### src/rtl/txstat_pkg.sv
package txstat_pkg;

    localparam int CNT_W        = 12;
    localparam int LEN_W        = 16;
    localparam int NUM_CNT      = 3;
    localparam int ADDR_W       = 3;
    localparam int MIN_LEN      = 64;
    localparam int MAX_LEN      = 1518;
    localparam int MAX_LEN_VLAN = 1532;

    // Counter indices; the carry and mask bit positions follow them.
    localparam int IDX_OVR = 0;
    localparam int IDX_UND = 1;
    localparam int IDX_FRG = 2;

    typedef enum logic [1:0] {
        CLS_NONE      = 2'd0,
        CLS_OVERSIZE  = 2'd1,
        CLS_UNDERSIZE = 2'd2,
        CLS_FRAGMENT  = 2'd3
    } frame_cls_e;

    typedef enum logic [ADDR_W-1:0] {
        A_OVR   = 3'd0,
        A_UND   = 3'd1,
        A_FRG   = 3'd2,
        A_CARRY = 3'd3,
        A_MASK  = 3'd4,
        A_STAT  = 3'd5
    } reg_addr_e;

    typedef struct packed {
        logic [LEN_W-1:0] len;
        logic             vlan;
        logic             fcs_ok;
        logic             fcs_chk;
        logic             jumbo_abort;
    } frame_info_t;

    localparam logic [LEN_W-1:0] LIM_MIN  = LEN_W'(MIN_LEN);
    localparam logic [LEN_W-1:0] LIM_MAX  = LEN_W'(MAX_LEN);
    localparam logic [LEN_W-1:0] LIM_VMAX = LEN_W'(MAX_LEN_VLAN);

    // Sort one completed frame into its statistics class.
    function automatic frame_cls_e classify(frame_info_t f);
        logic [LEN_W-1:0] eff_len;
        logic [LEN_W-1:0] limit;
        frame_cls_e       cls;
        // An aborted jumbo with checking off is reported as zero length.
        if (f.jumbo_abort && !f.fcs_chk) begin
            cls = CLS_UNDERSIZE;
        end else begin
            eff_len = f.len;
            limit   = f.vlan ? LIM_VMAX : LIM_MAX;
            if (eff_len < LIM_MIN)
                cls = f.fcs_ok ? CLS_UNDERSIZE : CLS_FRAGMENT;
            else if (eff_len > limit && f.fcs_ok)
                cls = CLS_OVERSIZE;
            else
                cls = CLS_NONE;
        end
        return cls;
    endfunction

endpackage

### src/rtl/txstat_classify.sv
module txstat_classify
    import txstat_pkg::*;
#(
    parameter int N = NUM_CNT
) (
    input  logic        frame_valid,
    input  frame_info_t info,
    output logic [N-1:0] inc
);
    frame_cls_e cls;

    always_comb begin
        cls = classify(info);
        inc = '0;
        if (frame_valid) begin
            case (cls)
                CLS_OVERSIZE:  inc[IDX_OVR] = 1'b1;
                CLS_UNDERSIZE: inc[IDX_UND] = 1'b1;
                CLS_FRAGMENT:  inc[IDX_FRG] = 1'b1;
                default:       inc = '0;
            endcase
        end
    end

endmodule

### src/rtl/txstat_counter.sv
module txstat_counter #(
    parameter int W = 12
) (
    input  logic         clk,
    input  logic         rst,
    input  logic         inc,
    input  logic         wr_en,
    input  logic [W-1:0] wr_data,
    output logic [W-1:0] cnt,
    output logic         carry
);
    localparam logic [W-1:0] TOP = '1;

    always_ff @(posedge clk) begin
        if (rst) begin
            cnt   <= '0;
            carry <= 1'b0;
        end else if (wr_en) begin
            cnt   <= wr_data;
            carry <= 1'b0;
        end else if (inc) begin
            cnt <= cnt + 1'b1;
            if (cnt == TOP)
                carry <= 1'b1;
        end
    end

    // wrap from all-ones lands on zero and records a carry
    assert_wrap_sets_carry_R7: assert property (@(posedge clk) disable iff (rst)
        (inc && !wr_en && cnt == TOP) |=> (cnt == '0 && carry));

    // a write loads the value and clears the carry, even against an increment
    assert_write_wins_R8: assert property (@(posedge clk) disable iff (rst)
        wr_en |=> (cnt == $past(wr_data) && !carry));

    // carry is sticky without a write
    assert_carry_sticky_R7: assert property (@(posedge clk) disable iff (rst)
        (carry && !wr_en) |=> carry);

endmodule

### src/rtl/txstat_overflow.sv
module txstat_overflow #(
    parameter int N = 3
) (
    input  logic         clk,
    input  logic         rst,
    input  logic [N-1:0] carry,
    input  logic         mask_we,
    input  logic [N-1:0] mask_wdata,
    input  logic         clr,
    output logic [N-1:0] mask,
    output logic         ovf
);
    logic any_unmasked;

    assign any_unmasked = |(carry & ~mask);

    always_ff @(posedge clk) begin
        if (rst)
            mask <= '0;
        else if (mask_we)
            mask <= mask_wdata;
    end

    always_ff @(posedge clk) begin
        if (rst)
            ovf <= 1'b0;
        else if (clr)
            ovf <= 1'b0;
        else if (any_unmasked)
            ovf <= 1'b1;
    end

    // an unmasked carry raises the flag one edge later
    assert_unmasked_raises_R9: assert property (@(posedge clk) disable iff (rst)
        (|(carry & ~mask) && !clr) |=> ovf);

    // the flag holds until a clear write
    assert_flag_sticky_R10: assert property (@(posedge clk) disable iff (rst)
        (ovf && !clr) |=> ovf);

    // a clear write drops the flag on that edge
    assert_clear_drops_R10: assert property (@(posedge clk) disable iff (rst)
        clr |=> !ovf);

endmodule

### src/rtl/txstat_top.sv
module txstat_top
    import txstat_pkg::*;
#(
    parameter int CW = CNT_W,
    parameter int LW = LEN_W,
    parameter int AW = ADDR_W
) (
    input  logic          clk,
    input  logic          rst,
    input  logic          fd_valid,
    input  logic [LW-1:0] fd_len,
    input  logic          fd_vlan,
    input  logic          fd_fcs_ok,
    input  logic          fd_fcs_chk,
    input  logic          fd_jumbo_abort,
    input  logic [AW-1:0] reg_addr,
    input  logic          reg_we,
    input  logic [CW-1:0] reg_wdata,
    output logic [CW-1:0] reg_rdata,
    output logic          ovf_irq
);
    localparam int N = NUM_CNT;

    frame_info_t           info;
    logic [N-1:0]          inc;
    logic [N-1:0]          carry;
    logic [N-1:0]          mask;
    logic [N-1:0][CW-1:0]  cnt;
    logic                  ovf;
    logic                  mask_we;
    logic                  stat_clr;

    always_comb begin
        info.len         = fd_len;
        info.vlan        = fd_vlan;
        info.fcs_ok      = fd_fcs_ok;
        info.fcs_chk     = fd_fcs_chk;
        info.jumbo_abort = fd_jumbo_abort;
    end

    txstat_classify #(.N(N)) u_classify (
        .frame_valid (fd_valid),
        .info        (info),
        .inc         (inc)
    );

    for (genvar g = 0; g < N; g++) begin : g_cnt
        logic wr_hit;
        assign wr_hit = reg_we && (reg_addr == AW'(g));
        txstat_counter #(.W(CW)) u_counter (
            .clk     (clk),
            .rst     (rst),
            .inc     (inc[g]),
            .wr_en   (wr_hit),
            .wr_data (reg_wdata),
            .cnt     (cnt[g]),
            .carry   (carry[g])
        );
    end

    assign mask_we  = reg_we && (reg_addr == A_MASK);
    assign stat_clr = reg_we && (reg_addr == A_STAT) && reg_wdata[0];

    txstat_overflow #(.N(N)) u_overflow (
        .clk        (clk),
        .rst        (rst),
        .carry      (carry),
        .mask_we    (mask_we),
        .mask_wdata (reg_wdata[N-1:0]),
        .clr        (stat_clr),
        .mask       (mask),
        .ovf        (ovf)
    );

    always_comb begin
        case (reg_addr)
            A_OVR:   reg_rdata = cnt[IDX_OVR];
            A_UND:   reg_rdata = cnt[IDX_UND];
            A_FRG:   reg_rdata = cnt[IDX_FRG];
            A_CARRY: reg_rdata = CW'(carry);
            A_MASK:  reg_rdata = CW'(mask);
            A_STAT:  reg_rdata = CW'(ovf);
            default: reg_rdata = '0;
        endcase
    end

    assign ovf_irq = ovf;

    // no strobe moves more than one counter
    assert_single_class_R5: assert property (@(posedge clk) disable iff (rst)
        $countones(inc) <= 1);

endmodule

### config.mk
export PLATFORM = sky130hd
export DESIGN_NAME = txstat_top
export DESIGN_NICKNAME = d
export VERILOG_FILES = /design/src/rtl/txstat_pkg.sv /design/src/rtl/txstat_classify.sv /design/src/rtl/txstat_counter.sv /design/src/rtl/txstat_overflow.sv /design/src/rtl/txstat_top.sv
export SDC_FILE = /design/constraint.sdc
export NUM_CORES = 1
export LEC_CHECK = 0
export BUFFER_PORTS_ARGS = -buffer_cell sky130_fd_sc_hd__buf_4
export CELL_PAD_IN_SITES_DETAIL_PLACEMENT = 0
export CELL_PAD_IN_SITES_GLOBAL_PLACEMENT = 1
export CORE_AREA = 2 2 85 87
export CTS_CLUSTER_DIAMETER = 120
export CTS_CLUSTER_SIZE = 25
export DETAILED_ROUTE_END_ITERATION = 10
export DIE_AREA = 0 0 87 89
export GPL_TIMING_DRIVEN = 0
export PLACE_DENSITY = 0.85
export SLEW_MARGIN = 10
export SYNTH_ARGS = -nofsm -noshare
export SYNTH_HDL_FRONTEND = slang
export SYNTH_HIERARCHICAL = 1
export SYNTH_SLANG_ARGS = --single-unit
### constraint.sdc
create_clock -name clk -period 3.2 [get_ports clk]
set_clock_uncertainty 0.05 [all_clocks]
set_input_delay 0.32 -clock clk [delete_from_list [all_inputs] [get_ports clk]]
set_output_delay 0.32 -clock clk [all_outputs]
set_load 0.01 [all_outputs]
==> summary.txt <==
Timing
  – Tmin final: 2.20 ns
  – Final setup fails: 0
  – Max_slew headroom: 0.596
  – Slew @ Worst Pin: 0.605 ns
  – Final Max Tran Viols: 0
  – F_max: 0.455 GHz
  – Setup TNS: 0 ns
  – Fin. Hold Viols: 0
  – RSZ-0062 raised after global routing: false
  – Period utilisation layout: 0.687

Yosys
  – Synth unique cells: 61
  – Synth area leaders: dfxtp_1 (29%), mux2i_1 (7.1%), a21oi_1 (5.2%), nor2_1 (4.6%), xor2_1 (4.1%)
  – Cell area after synthesis: 2960 um^2
  – Top FF cell, synth: dfxtp_1
  – Seq/Total Area, Yosys: 0.291
  – Asr flop ratio synth: 0
  – Synth top cells by count: dfxtp_1 (43), nor2_1 (36), a21oi_1 (31), nand2_1 (29), mux2i_1 (21)
  – Synth warn: 6
  – Most common cell in the netlist: dfxtp_1
  – Post-synth top area share: 0.291
  – EDFF count, synth: 0
  – Area leader, netlist: dfxtp_1
  – Syn nets: 409
  – Avg Cell Area, Syn: 8.11 um^2
  – Synthesized flop and latch total: 43
  – Gate Count Post-Synth: 365

Clock network
  – Max Root-Sink Buffers: 2
  – # H-tree levels: 2
  – Cts hold-fix bufs: 0
  – CTS tree: done
  – Reg clk slew, reported paths: 0.09 ns
  – Post-CTS Resized: 0
  – Skew-Pair Late Insertion Delay: 0.30 ns
  – Clock Sinks: 43
  – Clock Tree Root: clkbuf_8
  – Num CTS Buffers: 5
  – Postcts setup bufs: 0

Power
  – Clock network power share: 0.322
  – Seq pwr share: 0.510
  – Cell-internal power: 806 uW
  – Worst vdd ir: 0.000149 V
  – Pleak: 1.36 nW
  – Combinational fraction of design power: 0.168
  – Pwr dens: 327 nW/um^2
  – Switching share of total power: 0.300
  – Psw: 346 uW

GRT
  – Grt ovf: 0
  – Largest net degree at the start of global routing: 22
  – First-pass GRT wire length: 13700 um
  – Vias in the first global route: 2648
  – Initial antenna violation count: 0
  – Tot GR Track Use: 0.228

Flow run
  – Max Cap Viol: 0

Floorplan
  – IO Pins: 52
  – Rows: 30
  – Die area: 7740 um^2
  – Die X: 87 um
  – Initial core utilization: 0.441
  – CORE AREA: 6720 um^2
  – Die Y: 89 um

Hold path
  – Type of the worst min-delay path: in -> reg

Layout
  – Ant. Diodes: 0
  – Final Non-Filler Cells: 503
  – Layout cell share with drive strength beyond 1: 0.203
  – Fillers: 680
  – Layout net count: 466
  – Layout area overhead: 19.2%

Placed design
  – Post-DP HPWL: 6550 um
  – Buffers on Ports: 50
  – GPL Wtd Cong: 0.883
  – DP Cell Count: 495

Detailed routing
  – DRC viols: 0
  – TritonRoute pass-1 iters: 4
  – Avg WL per Cell: 17.2 um
  – Post-DRT Antenna Nets: 0
  – DR iter-0 viols: 189
  – Vias per std cell: 5.78
  – Via count: 2905
  – WL final: 8670 um

Setup path
  – Crit path DAT: 2.33 ns
  – Crit Path Category: in -> reg
  – Startpoint class of the critical path: input port
  – Crit path required time: 3.33 ns
  – Crit path max fanout: 10
  – CP endpoint kind: flop

Run status
  – Status: completed
cell families (layout without fill, tap and decap cells):
family          count (synthesis)  count (layout)  synth area share
simple gates                  152             152             0.291
buf+inv                        39              97            0.0642
xor+xnor                       24              24            0.0710
mux                            25              25            0.0913
fa+ha+maj                       5               5            0.0211
flops                          43              43             0.291
compound gates                 77              77             0.170
stage by stage:
| stage | hold WS [ns] | utilization | power, mW | area [um^2] | worst slack [ns] |
|---|---|---|---|---|---|
| floorplan | 0.342 | - | 0.699 | 2960 | 0.979 |
| global placement | 0.452 | 0.511 | 0.788 | 3440 | 0.719 |
| detailed placement | 0.456 | 0.511 | 0.792 | 3440 | 0.709 |
| CTS | 0.242 | 0.525 | 1.16 | 3530 | 1.02 |
| global route | 0.236 | 0.525 | 1.21 | 3530 | 0.866 |
| finish | 0.241 | 0.525 | 1.15 | 3530 | 1.00 |
final cells by class:
| class | instances | area, um^2 | share of cell area |
|---|---|---|---|
| buffer | 20 | 119 | 0.0337 |
| timing repair buffer | 50 | 375 | 0.106 |
| tap | 80 | 100 | 0.0284 |
| clock inverter | 3 | 23.8 | 0.00674 |
| multi-input combinational | 283 | 1910 | 0.541 |
| clock buffer | 5 | 68.8 | 0.0195 |
| inverter | 19 | 71.3 | 0.0202 |
| sequential | 43 | 861 | 0.244 |
power by group through the flow:
stage               clock (mW)  sequential, mW  combinational [mW]
detailed placement           0           0.601               0.191
finish                   0.371           0.588               0.193
CTS                      0.379           0.588               0.192
global route             0.404           0.592               0.211
global placement             0           0.600               0.189
floorplan                    0           0.590               0.109
layer usage:
layer / wire length (um) / GRT usage / vias up
met4: 158 / 0.0511 / 0
met2: 3860 / 0.368 / 109
met5: 0 / 0 / -
met1: 4050 / 0.315 / 1356
met3: 598 / 0.0480 / 15
li1: - / - / 1425
worst max-delay path: stages:
cell      delay, ns
buf_4          0.13
buf_6          0.15
buf_12         0.15
nand2b_1       0.18
nor3b_1        0.54
buf_1          0.53
mux2i_1        0.27
nor2_1         0.06
path summary, 6_finish.rpt:
kind | from | endpoint | slack (ns) | depth (start not counted)
max | reg_addr[0] | g_cnt[2].u_counter/cnt[2]$_SDFFE_PP0P_ | 1.00 | 8
min | reg_wdata[4] | g_cnt[2].u_counter/cnt[4]$_SDFFE_PP0P_ | 0.24 | 3
max reg2reg | g_cnt[1].u_counter/cnt[0]$_SDFFE_PP0P_ | g_cnt[1].u_counter/cnt[8]$_SDFFE_PP0P_ | 1.44 | 4
min reg2reg | g_cnt[1].u_counter/carry$_SDFFE_PP0P_ | g_cnt[1].u_counter/carry$_SDFFE_PP0P_ | 0.48 | 1
state kept, by name, indices dropped and copies added (netlist names):
signal                 flops
u_overflow/mask            3
g_cnt.u_counter/cnt       36
u_overflow/ovf             1
g_cnt.u_counter/carry      3
placed cells by master, fill, tap and decap left out, types with 3 or more instances in the layout:
master,netlist,routed
buf_4,2,52
dfxtp_1,43,43
nor2_1,36,36
a21oi_1,31,31
nand2_1,29,29
mux2i_1,21,21
inv_1,19,19
nand4_1,15,15
xor2_1,14,14
o21a_1,12,12
nor3_1,12,12
xnor2_1,10,10
clkbuf_1,8,8
nand3_1,8,8
o21ai_0,7,7
nor2b_1,5,5
clkbuf_8,0,5
ha_1,5,5
a311oi_1,5,5
buf_2,4,4
nand2b_1,4,4
nand3b_1,4,4
or2_2,4,4
or4_1,4,4
buf_1,3,3
or2_0,3,3
nand3_4,3,3
or3_1,3,3
nor4_2,3,3
a31oi_1,3,3
nor4_1,3,3
a211oi_1,3,3
Power figures use the tool's default switching activity.
